==> src/rtl/qsine_pkg.sv <==
package qsine_pkg;

    typedef enum logic [1:0] {
        Q_RISE   = 2'b00,
        Q_FALL   = 2'b01,
        Q_SINK   = 2'b10,
        Q_RETURN = 2'b11
    } quad_t;

    // Magnitude of quarter-table entry k, sampled at the middle of each step.
    function automatic int quarter_mag(input int k, input int depth, input int full);
        real ang;
        ang = 3.14159265358979 * real'(2 * k + 1) / real'(4 * depth);
        return $rtoi($sin(ang) * real'(full) + 0.5);
    endfunction

endpackage

==> src/rtl/qsine_phase_acc.sv <==
module qsine_phase_acc #(
    parameter int ACC_W = 28
) (
    input  logic             clk,
    input  logic             rst,
    input  logic             en,
    input  logic [ACC_W-1:0] step,
    output logic [ACC_W-1:0] phase_o,
    output logic             carry_o
);

    logic [ACC_W:0] sum;

    always_comb begin
        sum = {1'b0, phase_o} + {1'b0, step};
    end

    always_ff @(posedge clk) begin
        if (rst) begin
            phase_o <= '0;
            carry_o <= 1'b0;
        end else if (en) begin
            phase_o <= sum[ACC_W-1:0];
            carry_o <= sum[ACC_W];
        end else begin
            carry_o <= 1'b0;
        end
    end

endmodule

==> src/rtl/qsine_quarter_lut.sv <==
module qsine_quarter_lut
    import qsine_pkg::*;
#(
    parameter int IDX_W = 8,
    parameter int MAG_W = 9
) (
    input  logic             clk,
    input  logic             rst,
    input  quad_t            quad,
    input  logic [IDX_W-1:0] idx,
    output logic [MAG_W-1:0] mag_o,
    output logic             neg_o
);

    localparam int DEPTH = 1 << IDX_W;
    localparam int FULL  = (1 << MAG_W) - 1;

    logic [MAG_W-1:0] rom [DEPTH];
    logic [IDX_W-1:0] addr;
    logic             neg;

    for (genvar g = 0; g < DEPTH; g++) begin : g_rom
        localparam int VAL = quarter_mag(g, DEPTH, FULL);
        assign rom[g] = VAL[MAG_W-1:0];
    end

    always_comb begin
        unique case (quad)
            Q_RISE:   begin addr = idx;  neg = 1'b0; end
            Q_FALL:   begin addr = ~idx; neg = 1'b0; end
            Q_SINK:   begin addr = idx;  neg = 1'b1; end
            Q_RETURN: begin addr = ~idx; neg = 1'b1; end
            default:  begin addr = idx;  neg = 1'b0; end
        endcase
    end

    always_ff @(posedge clk) begin
        if (rst) begin
            mag_o <= '0;
            neg_o <= 1'b0;
        end else begin
            mag_o <= rom[addr];
            neg_o <= neg;
        end
    end

endmodule

==> src/rtl/qsine_sign_stage.sv <==
module qsine_sign_stage #(
    parameter int AMP_W = 10
) (
    input  logic             clk,
    input  logic             rst,
    input  logic [AMP_W-2:0] mag,
    input  logic             neg,
    output logic [AMP_W-1:0] sample_o
);

    logic [AMP_W-1:0] ext;

    always_comb begin
        ext = {1'b0, mag};
    end

    always_ff @(posedge clk) begin
        if (rst) begin
            sample_o <= '0;
        end else begin
            sample_o <= neg ? (~ext + 1'b1) : ext;
        end
    end

endmodule

==> src/rtl/qsine_nco.sv <==
module qsine_nco
    import qsine_pkg::*;
#(
    parameter int ACC_W = 28,
    parameter int IDX_W = 8,
    parameter int AMP_W = 10
) (
    input  logic             clk,
    input  logic             rst,
    input  logic             en,
    input  logic [ACC_W-1:0] tune_word,
    output logic [AMP_W-1:0] sample_o,
    output logic             wrap_o
);

    localparam int PH_W  = IDX_W + 2;
    localparam int MAG_W = AMP_W - 1;

    logic [ACC_W-1:0] acc_q;
    logic [PH_W-1:0]  ph_top;
    quad_t            quad;
    logic [IDX_W-1:0] idx;
    logic [MAG_W-1:0] mag_q;
    logic             neg_q;

    qsine_phase_acc #(.ACC_W(ACC_W)) u_acc (
        .clk     (clk),
        .rst     (rst),
        .en      (en),
        .step    (tune_word),
        .phase_o (acc_q),
        .carry_o (wrap_o)
    );

    always_comb begin
        ph_top = acc_q[ACC_W-1 -: PH_W];
        quad   = quad_t'(ph_top[PH_W-1 -: 2]);
        idx    = ph_top[IDX_W-1:0];
    end

    qsine_quarter_lut #(.IDX_W(IDX_W), .MAG_W(MAG_W)) u_lut (
        .clk   (clk),
        .rst   (rst),
        .quad  (quad),
        .idx   (idx),
        .mag_o (mag_q),
        .neg_o (neg_q)
    );

    qsine_sign_stage #(.AMP_W(AMP_W)) u_sign (
        .clk      (clk),
        .rst      (rst),
        .mag      (mag_q),
        .neg      (neg_q),
        .sample_o (sample_o)
    );

endmodule

==> config.mk <==
export PLATFORM = sky130hd
export DESIGN_NAME = qsine_nco
export DESIGN_NICKNAME = d
export VERILOG_FILES = /design/src/rtl/qsine_pkg.sv /design/src/rtl/qsine_phase_acc.sv /design/src/rtl/qsine_quarter_lut.sv /design/src/rtl/qsine_sign_stage.sv /design/src/rtl/qsine_nco.sv
export SDC_FILE = /design/constraint.sdc
export NUM_CORES = 1
export LEC_CHECK = 0
export CAP_MARGIN = 20
export CORE_UTILIZATION = 30
export CTS_CLUSTER_SIZE = 10
export DETAILED_ROUTE_END_ITERATION = 7
export HOLD_SLACK_MARGIN = 0.08
export REMOVE_ABC_BUFFERS = 1
export SYNTH_ARGS = -nofsm -noshare
export SYNTH_HDL_FRONTEND = slang
export SYNTH_SLANG_ARGS = --single-unit
==> constraint.sdc <==
create_clock -name clk -period 9.3 [get_ports clk]
set_clock_uncertainty 0.05 [all_clocks]
set_input_delay 0.93 -clock clk [delete_from_list [all_inputs] [get_ports clk]]
set_output_delay 0.93 -clock clk [all_outputs]
set_load 0.01 [all_outputs]
==> results of run 1 <==
==> Yosys cell counts, drive strengths merged (4+ instances only) <==
| cell | instances | share of area [%] |
|---|---|---|
| a2111oi | 4 | 0.49 |
| a211oi | 21 | 2.2 |
| a21o | 7 | 0.74 |
| a21oi | 102 | 7.2 |
| a221oi | 12 | 1.6 |
| a22oi | 11 | 1.2 |
| a311oi | 8 | 0.98 |
| a31oi | 15 | 1.3 |
| and3 | 7 | 0.62 |
| buf | 62 | 5.5 |
| clkbuf | 40 | 2.1 |
| dfxtp | 49 | 14 |
| ha | 41 | 7.2 |
| inv | 19 | 1.0 |
| mux2i | 15 | 2.1 |
| nand2 | 104 | 5.6 |
| nand2b | 30 | 2.6 |
| nand3 | 27 | 1.9 |
| nand4 | 7 | 0.62 |
| nor2 | 96 | 5.3 |
| nor2b | 18 | 1.7 |
| nor3 | 20 | 1.4 |
| o2111ai | 4 | 0.49 |
| o211ai | 24 | 2.5 |
| o21a | 4 | 0.42 |
| o21ai | 111 | 7.8 |
| o21bai | 4 | 0.42 |
| o221ai | 24 | 3.0 |
| o22ai | 30 | 2.6 |
| o2bb2ai | 4 | 0.49 |
| o311ai | 4 | 0.49 |
| o31ai | 7 | 0.74 |
| or2 | 4 | 0.39 |
| or3 | 5 | 0.44 |
| xnor2 | 22 | 2.8 |
| xor2 | 23 | 3.2 |
==> state kept, by name (all words and copies together), names as in the netlist <==
register	flops
u_acc.carry_o	1
u_acc.phase_o	28
u_lut.mag_o	9
u_lut.neg_o	1
u_sign.sample_o	10
==> layout by cell type, fill, tap and decap left out, types with 5 or more instances in the layout <==
cell type          n
or3_1              5
nand2b_1          30
clkdlybuf4s50_1   41
a221oi_1          11
nand3_1           27
o211ai_1          24
a21o_1             7
nand4_1            7
mux2i_1           15
a21oi_1          101
xor2_1            21
nor2_1            91
and3_1             7
o22ai_1           30
o21ai_1           10
o221ai_1          24
dfxtp_1           45
ha_1              41
o21ai_0          101
buf_4             12
clkbuf_16          5
a22oi_1           11
nor2b_1           16
nor3_1            20
o31ai_1            7
a211oi_1          21
a31oi_1           15
inv_1             17
nand2_1          101
xnor2_1           21
a311oi_1           8
==> layer usage <==
metal	part of all wire [%]	GRT usage, %	vias up	wire length, um
met2	41	32.2	624	11100
met1	42	30.0	3745	11300
met3	12	5.11	127	3310
li1	-	-	3795	-
met5	0	0	-	0
met4	4.9	9.94	0	1330
==> cell type report <==
class	instances	area, um2	share of cell area (%)
multi-input combinational	866	5520	72.4
sequential	49	988	13.0
timing repair buffer	53	500	6.56
tap	313	392	5.14
clock buffer	5	125	1.64
inverter	20	75.1	0.984
clock inverter	3	23.8	0.312
==> kinds of logic after synthesis <==
kind of cell               count (synthesis)  share of synthesized area [%]
and+or+nand+nor                          335                           22.6
buffers and inverters                    122                           8.65
xor gates and xnor gates                  45                           6.01
muxes                                     20                           3.22
DFF                                       49                           13.8
AOI/OAI and AO/OA                        424                           38.2
adders and majority gates                 42                           7.49
==> path summary, 6_finish.rpt <==
check                      endpoint         startpoint  depth (start not counted)
setup / recovery     u_lut.mag_o[2]  u_acc.phase_o[26]                          8
hold reg to reg   u_acc.phase_o[13]  u_acc.phase_o[13]                          2
setup reg to reg     u_lut.mag_o[2]  u_acc.phase_o[26]                          8
hold / removal    u_acc.phase_o[13]  u_acc.phase_o[13]                          2
==> worst max-delay path: stages, from the launching register on <==
cell      delay [ps]
dfxtp_4          660
nand2b_1         260
nand2b_1         250
ha_1             870
nand2_1          460
mux4_2           560
a211oi_1         300
nor4b_1          110
a221oi_1         340
==> through the flow <==
step / power, W / hold slack, ps / setup slack [ps]
finish: 0.00193 / 411 / 5310
global route: 0.00205 / 446 / 5120
CTS: 0.00188 / 418 / 5450
detailed placement: 0.00168 / 401 / 5480
global placement: 0.00169 / 391 / 5550
floorplan: 0.00126 / 379 / 4680
==> power by group <==
| part | internal (W) | switching [W] |
|---|---|---|
| sequential | 0.000261 | 0.0000647 |
| clock | 0.000102 | 0.0000899 |
| combinational | 0.000485 | 0.000931 |
==> results.sh, run 1 <==
export IMPL_clock_latency_ps=290
export IMPL_cp_required_ps=9440
export IMPL_num_nets_final=1068
export IMPL_max_freq_mhz=251
export IMPL_period_share_pct=42.9
export IMPL_design_area_mm2=0.00763
export IMPL_yosysUniqueCellTypes=84
export IMPL_postCtsSetupRepairBufs=0
export IMPL_die_y_um=156
export IMPL_portBuffers=41
export IMPL_synth_cells=1037
export IMPL_initial_core_util_pct=31.0
export IMPL_cts_sinks=49
export IMPL_core_mm2=0.0230
export IMPL_ys_ff_latch=49
export IMPL_fp_dieW_um=156
export IMPL_h_tree_depth=2
export IMPL_cts_hold_buf=0
export IMPL_crit_type="flop to flop"
export IMPL_placedCellCount=1301
export IMPL_grt_max_degree=54
export IMPL_syn_area_per_cell_um2=6.86
export IMPL_drt_total_wl_mm=27.0
export IMPL_synthArstFlopShare_pct=0
export IMPL_ant_nets=0
export IMPL_wl_per_cell_um=20.6
export IMPL_cp_end_kind="flop"
export IMPL_hold_path_class="flop to flop"
export IMPL_status="finished, final reports clean"
export IMPL_cp_max_fo=42
export IMPL_nFillCells=2527
export IMPL_grt_first_pass_wirelength_mm=42.2
export IMPL_drv_slew=0
export IMPL_tns_ps=0
export IMPL_antenna_found_initial=0
export IMPL_track_usage_pct=21.9
export IMPL_setup_viol=0
export IMPL_drc=0
export IMPL_viasPerCell=6.33
export IMPL_gp_congestion=0.997
export IMPL_grt_ovfl_total=0
export IMPL_cts_root_buf="clkbuf_16"
export IMPL_netlist_area_mm2=0.00712
export IMPL_rsz0062_at_grt="no"
export IMPL_post_dp_cell_area_mm2=0.00748
export IMPL_boundaryPins=42
export IMPL_reg2reg_slack_ps=5310
export IMPL_layoutNonFillerInstCount=1309
export IMPL_die_area_mm2=0.0243
export IMPL_vdd_ir_drop_worst_mv=0.0871
export IMPL_area_delta_synth_final_pct=7.14
export IMPL_drive_gt1_share_pct=5.32
export IMPL_final_core_util_pct=33.2
export IMPL_max_clock_path_buffers=2
export IMPL_firstDrtPassIters=6
export IMPL_grt_pass1_vias=7452
export IMPL_power_density_mw_per_mm2=253
export IMPL_drt_initial_drc_count=1650
export IMPL_drv_cap=0
export IMPL_core_rowCount=55
export IMPL_ys_warn_count=0
export IMPL_cts_clk_slew_worst_paths_ps=70
export IMPL_synth_edff_count=0
export IMPL_worst_setup_path_start_kind="flop"
export IMPL_cts_tree="built"
export IMPL_tightest_slew_ps=1080
export IMPL_cts_resized=0
export IMPL_seq_area_frac_synth_pct=13.8
export IMPL_dp_hpwl_mm=18.7
export IMPL_slew_headroom_pct=27.2
export IMPL_cp_arrival_ps=4130
export IMPL_p_leak_nw=2.69
export IMPL_synth_main_ff_cell="dfxtp_1"
export IMPL_numCtsBuffers=5
export IMPL_final_hold_viol_count=0
export IMPL_min_period_ps=3990
export IMPL_via_count=8291
export IMPL_antenna_cells=0
Note: power is estimated with default switching activity, not from simulation.
==> run 2, diff against run 1 <==
==> constraint.sdc (replaced) <==
create_clock -name clk -period 3.8 [get_ports clk]
set_clock_uncertainty 0.05 [all_clocks]
set_input_delay 0.38 -clock clk [delete_from_list [all_inputs] [get_ports clk]]
set_output_delay 0.38 -clock clk [all_outputs]
set_load 0.01 [all_outputs]
==> results.sh, run 2 (same netlist as run 1, synthesis figures left out) <==
export IMPL_status="finished, final reports clean"
export IMPL_wl_met2_mm=12.2
export IMPL_internal_power_w=0.00219
export IMPL_area_delta_synth_final_pct=10.8
export IMPL_final_cell_mix="101 x o21ai_0, 101 x nand2_1, 101 x a21oi_1, 91 x nor2_1, 45 x dfxtp_1"
export IMPL_min_period_ps=3540
export IMPL_setup_viol=0
export IMPL_die_area_mm2=0.0243
export IMPL_switching_share_pct=56.0
export IMPL_drv_cap=0
export IMPL_cp_cell_sequence="buf_4, nor2b_1, or2_1, inv_2, ha_1, o21ai_0, a21oi_1, a221o_1, o211ai_1, a21oi_1"
export IMPL_dp_slack_ps=424
export IMPL_dr_wl_met3_mm=3.45
export IMPL_layout_setup_ws_ps=257
export IMPL_largest_reg_flops=28
export IMPL_crit_type="flop to flop"
export IMPL_crit_path_frequent_cell="a21oi_1"
export IMPL_cts_root_buf="clkbuf_16"
export IMPL_firstDrtPassIters=7
export IMPL_drc=0
export IMPL_slowest_stage="buf_4"
export IMPL_initial_core_util_pct=31.0
export IMPL_grt_first_pass_wirelength_mm=45.0
export IMPL_critical_path_max_stage_delay_ps=530
export IMPL_p_leak_nw=2.85
export IMPL_portBuffers=41
export IMPL_die_y_um=156
export IMPL_ant_nets=0
export IMPL_regMostFlops="u_acc.phase_o"
export IMPL_core_mm2=0.0230
export IMPL_power_density_mw_per_mm2=631
export IMPL_wl_per_cell_um=21.9
export IMPL_drt_total_wl_mm=29.4
export IMPL_cts_resized=0
export IMPL_p_seq_share_pct=15.4
export IMPL_postCtsSetupRepairBufs=0
export IMPL_drv_slew=0
export IMPL_placedCellCount=1334
export IMPL_grt_ovfl_total=0
export IMPL_h_tree_depth=2
export IMPL_boundaryPins=42
export IMPL_cts_clk_slew_worst_paths_ps=90
export IMPL_num_nets_final=1101
export IMPL_grt_pass1_vias=7693
export IMPL_cp_end_kind="flop"
export IMPL_drt_initial_drc_count=1316
export IMPL_layoutNonFillerInstCount=1342
export IMPL_vdd_ir_drop_worst_mv=0.235
export IMPL_cp_arrival_ps=3680
export IMPL_drt_met1_wl_mm=12.4
export IMPL_core_rowCount=55
export IMPL_reg2reg_slack_ps=260
export IMPL_max_freq_mhz=282
export IMPL_tns_ps=0
export IMPL_fp_dieW_um=156
export IMPL_post_dp_cell_area_mm2=0.00774
export IMPL_numCtsBuffers=5
export IMPL_drive_gt1_share_pct=8.36
export IMPL_clock_latency_ps=320
export IMPL_cts_tree="built"
export IMPL_cts_hold_buf=0
export IMPL_final_hold_viol_count=0
export IMPL_design_area_mm2=0.00788
export IMPL_p_comb_share_pct=74.8
export IMPL_track_usage_pct=23.8
export IMPL_period_share_pct=93.2
export IMPL_viasPerCell=6.38
export IMPL_antenna_found_initial=0
export IMPL_tightest_slew_ps=1110
export IMPL_dp_hpwl_mm=21.3
export IMPL_grt_max_degree=50
export IMPL_p_sw_w=0.00279
export IMPL_max_clock_path_buffers=2
export IMPL_antenna_cells=0
export IMPL_slew_headroom_pct=26.0
export IMPL_rsz0062_at_grt="no"
export IMPL_reg_top3="u_acc.phase_o x28, u_sign.sample_o x10, u_lut.mag_o x9"
export IMPL_worst_setup_path_start_kind="flop"
export IMPL_via_count=8556
export IMPL_routed_top_layer="met4"
export IMPL_cp_max_fo=49
export IMPL_hold_path_class="flop to flop"
export IMPL_gp_congestion=1.01
export IMPL_cts_sinks=49
export IMPL_clkPwrFrac_pct=9.7
export IMPL_cp_required_ps=3940
## run 2: changes by cell type in the layout (fill, tap and decap cells not counted)
| cell | previous run | this run |
|---|---|---|
| buf_12 | 0 | 1 |
| buf_4 | 12 | 44 |
| clkinv_2 | 0 | 1 |
| clkinv_4 | 1 | 0 |
| clkinvlp_4 | 0 | 1 |
| inv_4 | 1 | 0 |
## run 2: layer usage
layer  vias up  track usage, %
li1       3860               -
met1      3933            33.0
met2       650            34.9
met3       113            4.33
met4         0            12.2
met5         -               0
## run 2: worst paths after layout
| path | from | cells past startpoint | endpoint |
|---|---|---|---|
| setup / recovery | u_acc.phase_o[26] | 10 | u_lut.mag_o[4] |
| hold / removal | u_acc.phase_o[17] | 2 | u_acc.phase_o[17] |
| setup reg to reg | u_acc.phase_o[26] | 10 | u_lut.mag_o[4] |
| hold reg to reg | u_acc.phase_o[17] | 2 | u_acc.phase_o[17] |
## run 2: area by class of cell
type	count	area, um2
clock buffers	5	125
clock inverters	3	21.3
fillers	2504	15100
inverters	20	75.1
multi-input cells	866	5520
flip-flops and latches	49	988
well taps	313	392
repair buffers	86	761
## run 2: through the flow
stage | utilization [%] | hold slack [ps] | total power, W
final | 34.3 | 412 | 0.00497
after global routing | 34.3 | 443 | 0.00522
after CTS | 34.3 | 416 | 0.00481
after detailed placement | 33.7 | 399 | 0.00431
after global placement | 33.7 | 391 | 0.00435
after floorplan | - | 379 | 0.00309
## run 2: power groups by stage
stage	registers [W]	logic, W	clock network (W)
finish	0.000768	0.00372	0.000484
detailed placement	0.000776	0.00354	0
floorplan	0.000883	0.00220	0
CTS	0.000764	0.00356	0.000493
global route	0.000784	0.00392	0.000510
global placement	0.000774	0.00357	0
## run 2: worst max-delay path, delay by kind of cell (launching register included)
family	cells	cell delay, ps
AO/OA/AOI/OAI	5	990
adder cells (fa/ha/maj)	1	380
buffers and inverters	2	770
flip-flops	1	450
AND/OR/NAND/NOR	2	750
==> run 3, diff against run 2 <==
--- a/config.mk
+++ b/config.mk
@@ -11,6 +11,8 @@
 export DETAILED_ROUTE_END_ITERATION = 7
 export HOLD_SLACK_MARGIN = 0.08
 export REMOVE_ABC_BUFFERS = 1
+export SLEW_MARGIN = 5
 export SYNTH_ARGS = -nofsm -noshare
 export SYNTH_HDL_FRONTEND = slang
+export SYNTH_HIERARCHICAL = 1
 export SYNTH_SLANG_ARGS = --single-unit
==> constraint.sdc (replaced) <==
create_clock -name clk -period 4.35 [get_ports clk]
set_clock_uncertainty 0.05 [all_clocks]
set_input_delay 0.435 -clock clk [delete_from_list [all_inputs] [get_ports clk]]
set_output_delay 0.435 -clock clk [all_outputs]
set_load 0.01 [all_outputs]
==> results.sh, run 3 <==
export IMPL_area_delta_synth_final_pct=8.78
export IMPL_synth_top_area_share_pct=14.2
export IMPL_gp_congestion=0.998
export IMPL_cp_arrival_ps=3320
export IMPL_grt_max_degree=99
export IMPL_nFillCells=2395
export IMPL_r2r_end="u_lut/mag_o[2]"
export IMPL_cp_end_kind="flop"
export IMPL_crit_type="flop to flop"
export IMPL_r2r_start="u_acc/phase_o[26]"
export IMPL_drt_initial_drc_count=1159
export IMPL_grt_first_pass_wirelength_mm=38.1
export IMPL_core_mm2=0.0226
export IMPL_ys_warn_count=6
export IMPL_clock_latency_ps=300
export IMPL_crit_path_start="u_acc/phase_o[26]"
export IMPL_synth_area_top_cells="dfxtp_1 14%, a21oi_1 6.6%, o21ai_0 6.2%"
export IMPL_largest_reg_flops=28
export IMPL_synth_cells=970
export IMPL_cts_clk_slew_worst_paths_ps=70
export IMPL_cts_resized=0
export IMPL_synth_edff_count=0
export IMPL_tightest_slew_ps=1050
export IMPL_syn_area_per_cell_um2=7.11
export IMPL_initial_core_util_pct=30.6
export IMPL_min_period_ps=3240
export IMPL_synth_most_common_cell="a21oi_1"
export IMPL_postCtsSetupRepairBufs=0
export IMPL_yosysTopAreaCell="dfxtp_1"
export IMPL_power_density_mw_per_mm2=423
export IMPL_reg_top3="u_acc/phase_o x28, u_sign/sample_o x10, u_lut/mag_o x9"
export IMPL_cts_root_buf="clkbuf_16"
export IMPL_period_share_pct=74.5
export IMPL_vdd_ir_drop_worst_mv=0.158
export IMPL_max_freq_mhz=308
export IMPL_track_usage_pct=19.6
export IMPL_grt_pass1_vias=7084
export IMPL_viasPerCell=6.27
export IMPL_cp_endpoint="u_lut/mag_o[2]"
export IMPL_worst_setup_path_start_kind="flop"
export IMPL_multi_input_area_mm2=0.00531
export IMPL_synthTopCellsByCount="91 x a21oi_1, 86 x o21ai_0, 79 x nor2_1"
export IMPL_boundaryPins=42
export IMPL_tns_ps=0
export IMPL_cp_required_ps=4430
export IMPL_hold_path_class="flop to flop"
export IMPL_portBuffers=41
export IMPL_drv_slew=0
export IMPL_ys_ff_latch=49
export IMPL_via_count=7765
export IMPL_whs_path_depth=2
export IMPL_h_tree_depth=2
export IMPL_antenna_cells=0
export IMPL_yosysUniqueCellTypes=92
export IMPL_fp_dieW_um=154
export IMPL_firstDrtPassIters=6
export IMPL_drc=0
export IMPL_max_clock_path_buffers=2
export IMPL_die_area_mm2=0.0236
export IMPL_status="finished, final reports clean"
export IMPL_synthArstFlopShare_pct=0
export IMPL_netlist_area_mm2=0.00690
export IMPL_drive_gt1_share_pct=6.51
export IMPL_p_leak_nw=2.81
export IMPL_antenna_found_initial=0
export IMPL_final_common_cell="a21oi_1"
export IMPL_reg2reg_slack_ps=1110
export IMPL_ant_nets=0
export IMPL_numCtsBuffers=5
export IMPL_die_y_um=154
export IMPL_drt_total_wl_mm=23.9
export IMPL_rsz0062_at_grt="no"
export IMPL_drv_cap=0
export IMPL_cp_max_fo=31
export IMPL_setup_viol=0
export IMPL_dp_hpwl_mm=16.7
export IMPL_wl_per_cell_um=19.3
export IMPL_grt_ovfl_total=0
export IMPL_cts_tree="built"
export IMPL_synth_main_ff_cell="dfxtp_1"
export IMPL_core_rowCount=55
export IMPL_final_cell_mix="91 x a21oi_1, 86 x o21ai_0, 79 x nor2_1, 72 x nand2_1, 43 x dfxtp_1"
export IMPL_holdWs_ps=419
export IMPL_cts_sinks=49
export IMPL_seq_area_frac_synth_pct=14.2
export IMPL_slew_headroom_pct=29.9
export IMPL_num_nets_final=1017
export IMPL_regMostFlops="u_acc/phase_o"
export IMPL_seqCellArea_um2=988
export IMPL_cts_hold_buf=0
export IMPL_r2r_worst_path_cells=8
export IMPL_final_hold_viol_count=0
[run 3: logic make-up (layout without fill, tap and decap cells)]
kind of cell	Yosys count	after routing	synth area share, %
AOI/OAI and AO/OA	408	408	39.3
and+or+nand+nor	310	310	22.7
buffers and inverters	109	92	8.78
DFF	49	49	14.2
xor gates and xnor gates	36	36	5.00
adders and majority gates	35	35	6.42
muxes	23	23	3.61
[run 3: layout make-up]
cell class	instances	share of cell area, %
timing repair buffer	61	7.90
multi-input combinational	812	70.8
tap	285	4.75
clock buffer	6	1.72
clock inverter	2	0.517
inverter	23	1.15
sequential	49	13.2
[run 3: how the worst min path moves through the flow]
stage | startpoint | endpoint | slack [ps]
2_1_floorplan | u_acc/phase_o[15] | u_acc/phase_o[15] | 380
3_3_place_gp | u_acc/phase_o[15] | u_acc/phase_o[15] | 390
3_5_place_dp | u_acc/phase_o[15] | u_acc/phase_o[15] | 410
4_1_cts | u_acc/phase_o[15] | u_acc/phase_o[15] | 420
5_1_grt | u_lut/mag_o[0] | u_sign/sample_o[0] | 450
6_report | u_acc/phase_o[15] | u_acc/phase_o[15] | 420
[run 3: where the power goes]
group / internal (W) / switching, W
logic: 0.000790 / 0.00123
registers: 0.000550 / 0.000153
clock network: 0.000273 / 0.000176
total: 0.00161 / 0.00156
[run 3: routing by layer]
metal	part of all wire [%]	global-route usage (%)	vias to the layer above	wire length, um
met2	43	30.2	442	10300
met1	43	26.7	3581	10200
li1	-	-	3649	-
met3	9.2	3.02	93	2200
met4	4.5	9.62	0	1080
met5	0	0	-	0
[run 3: metrics by stage]
step,total power [W],cells,instance area (um2),setup WS [ps],util [%]
3_5_place_dp,0.00265,1230,7340,854,32.5
3_3_place_gp,0.00265,1230,7340,873,32.5
4_1_cts,0.00312,1238,7510,1170,33.3
5_1_grt,0.00338,1238,7510,998,33.3
2_1_floorplan,0.00205,884,6380,315,-
6_report,0.00317,1238,7510,1110,33.3
[run 3: critical path, stage by stage, from the launching register on]
cell and delay (ps):
dfxtp_2 730, buf_4 460, buf_4 340, nand2b_1 170
o221ai_1 300, a22oi_1 120, o32ai_1 160, o211ai_1 140
nor4_1 570
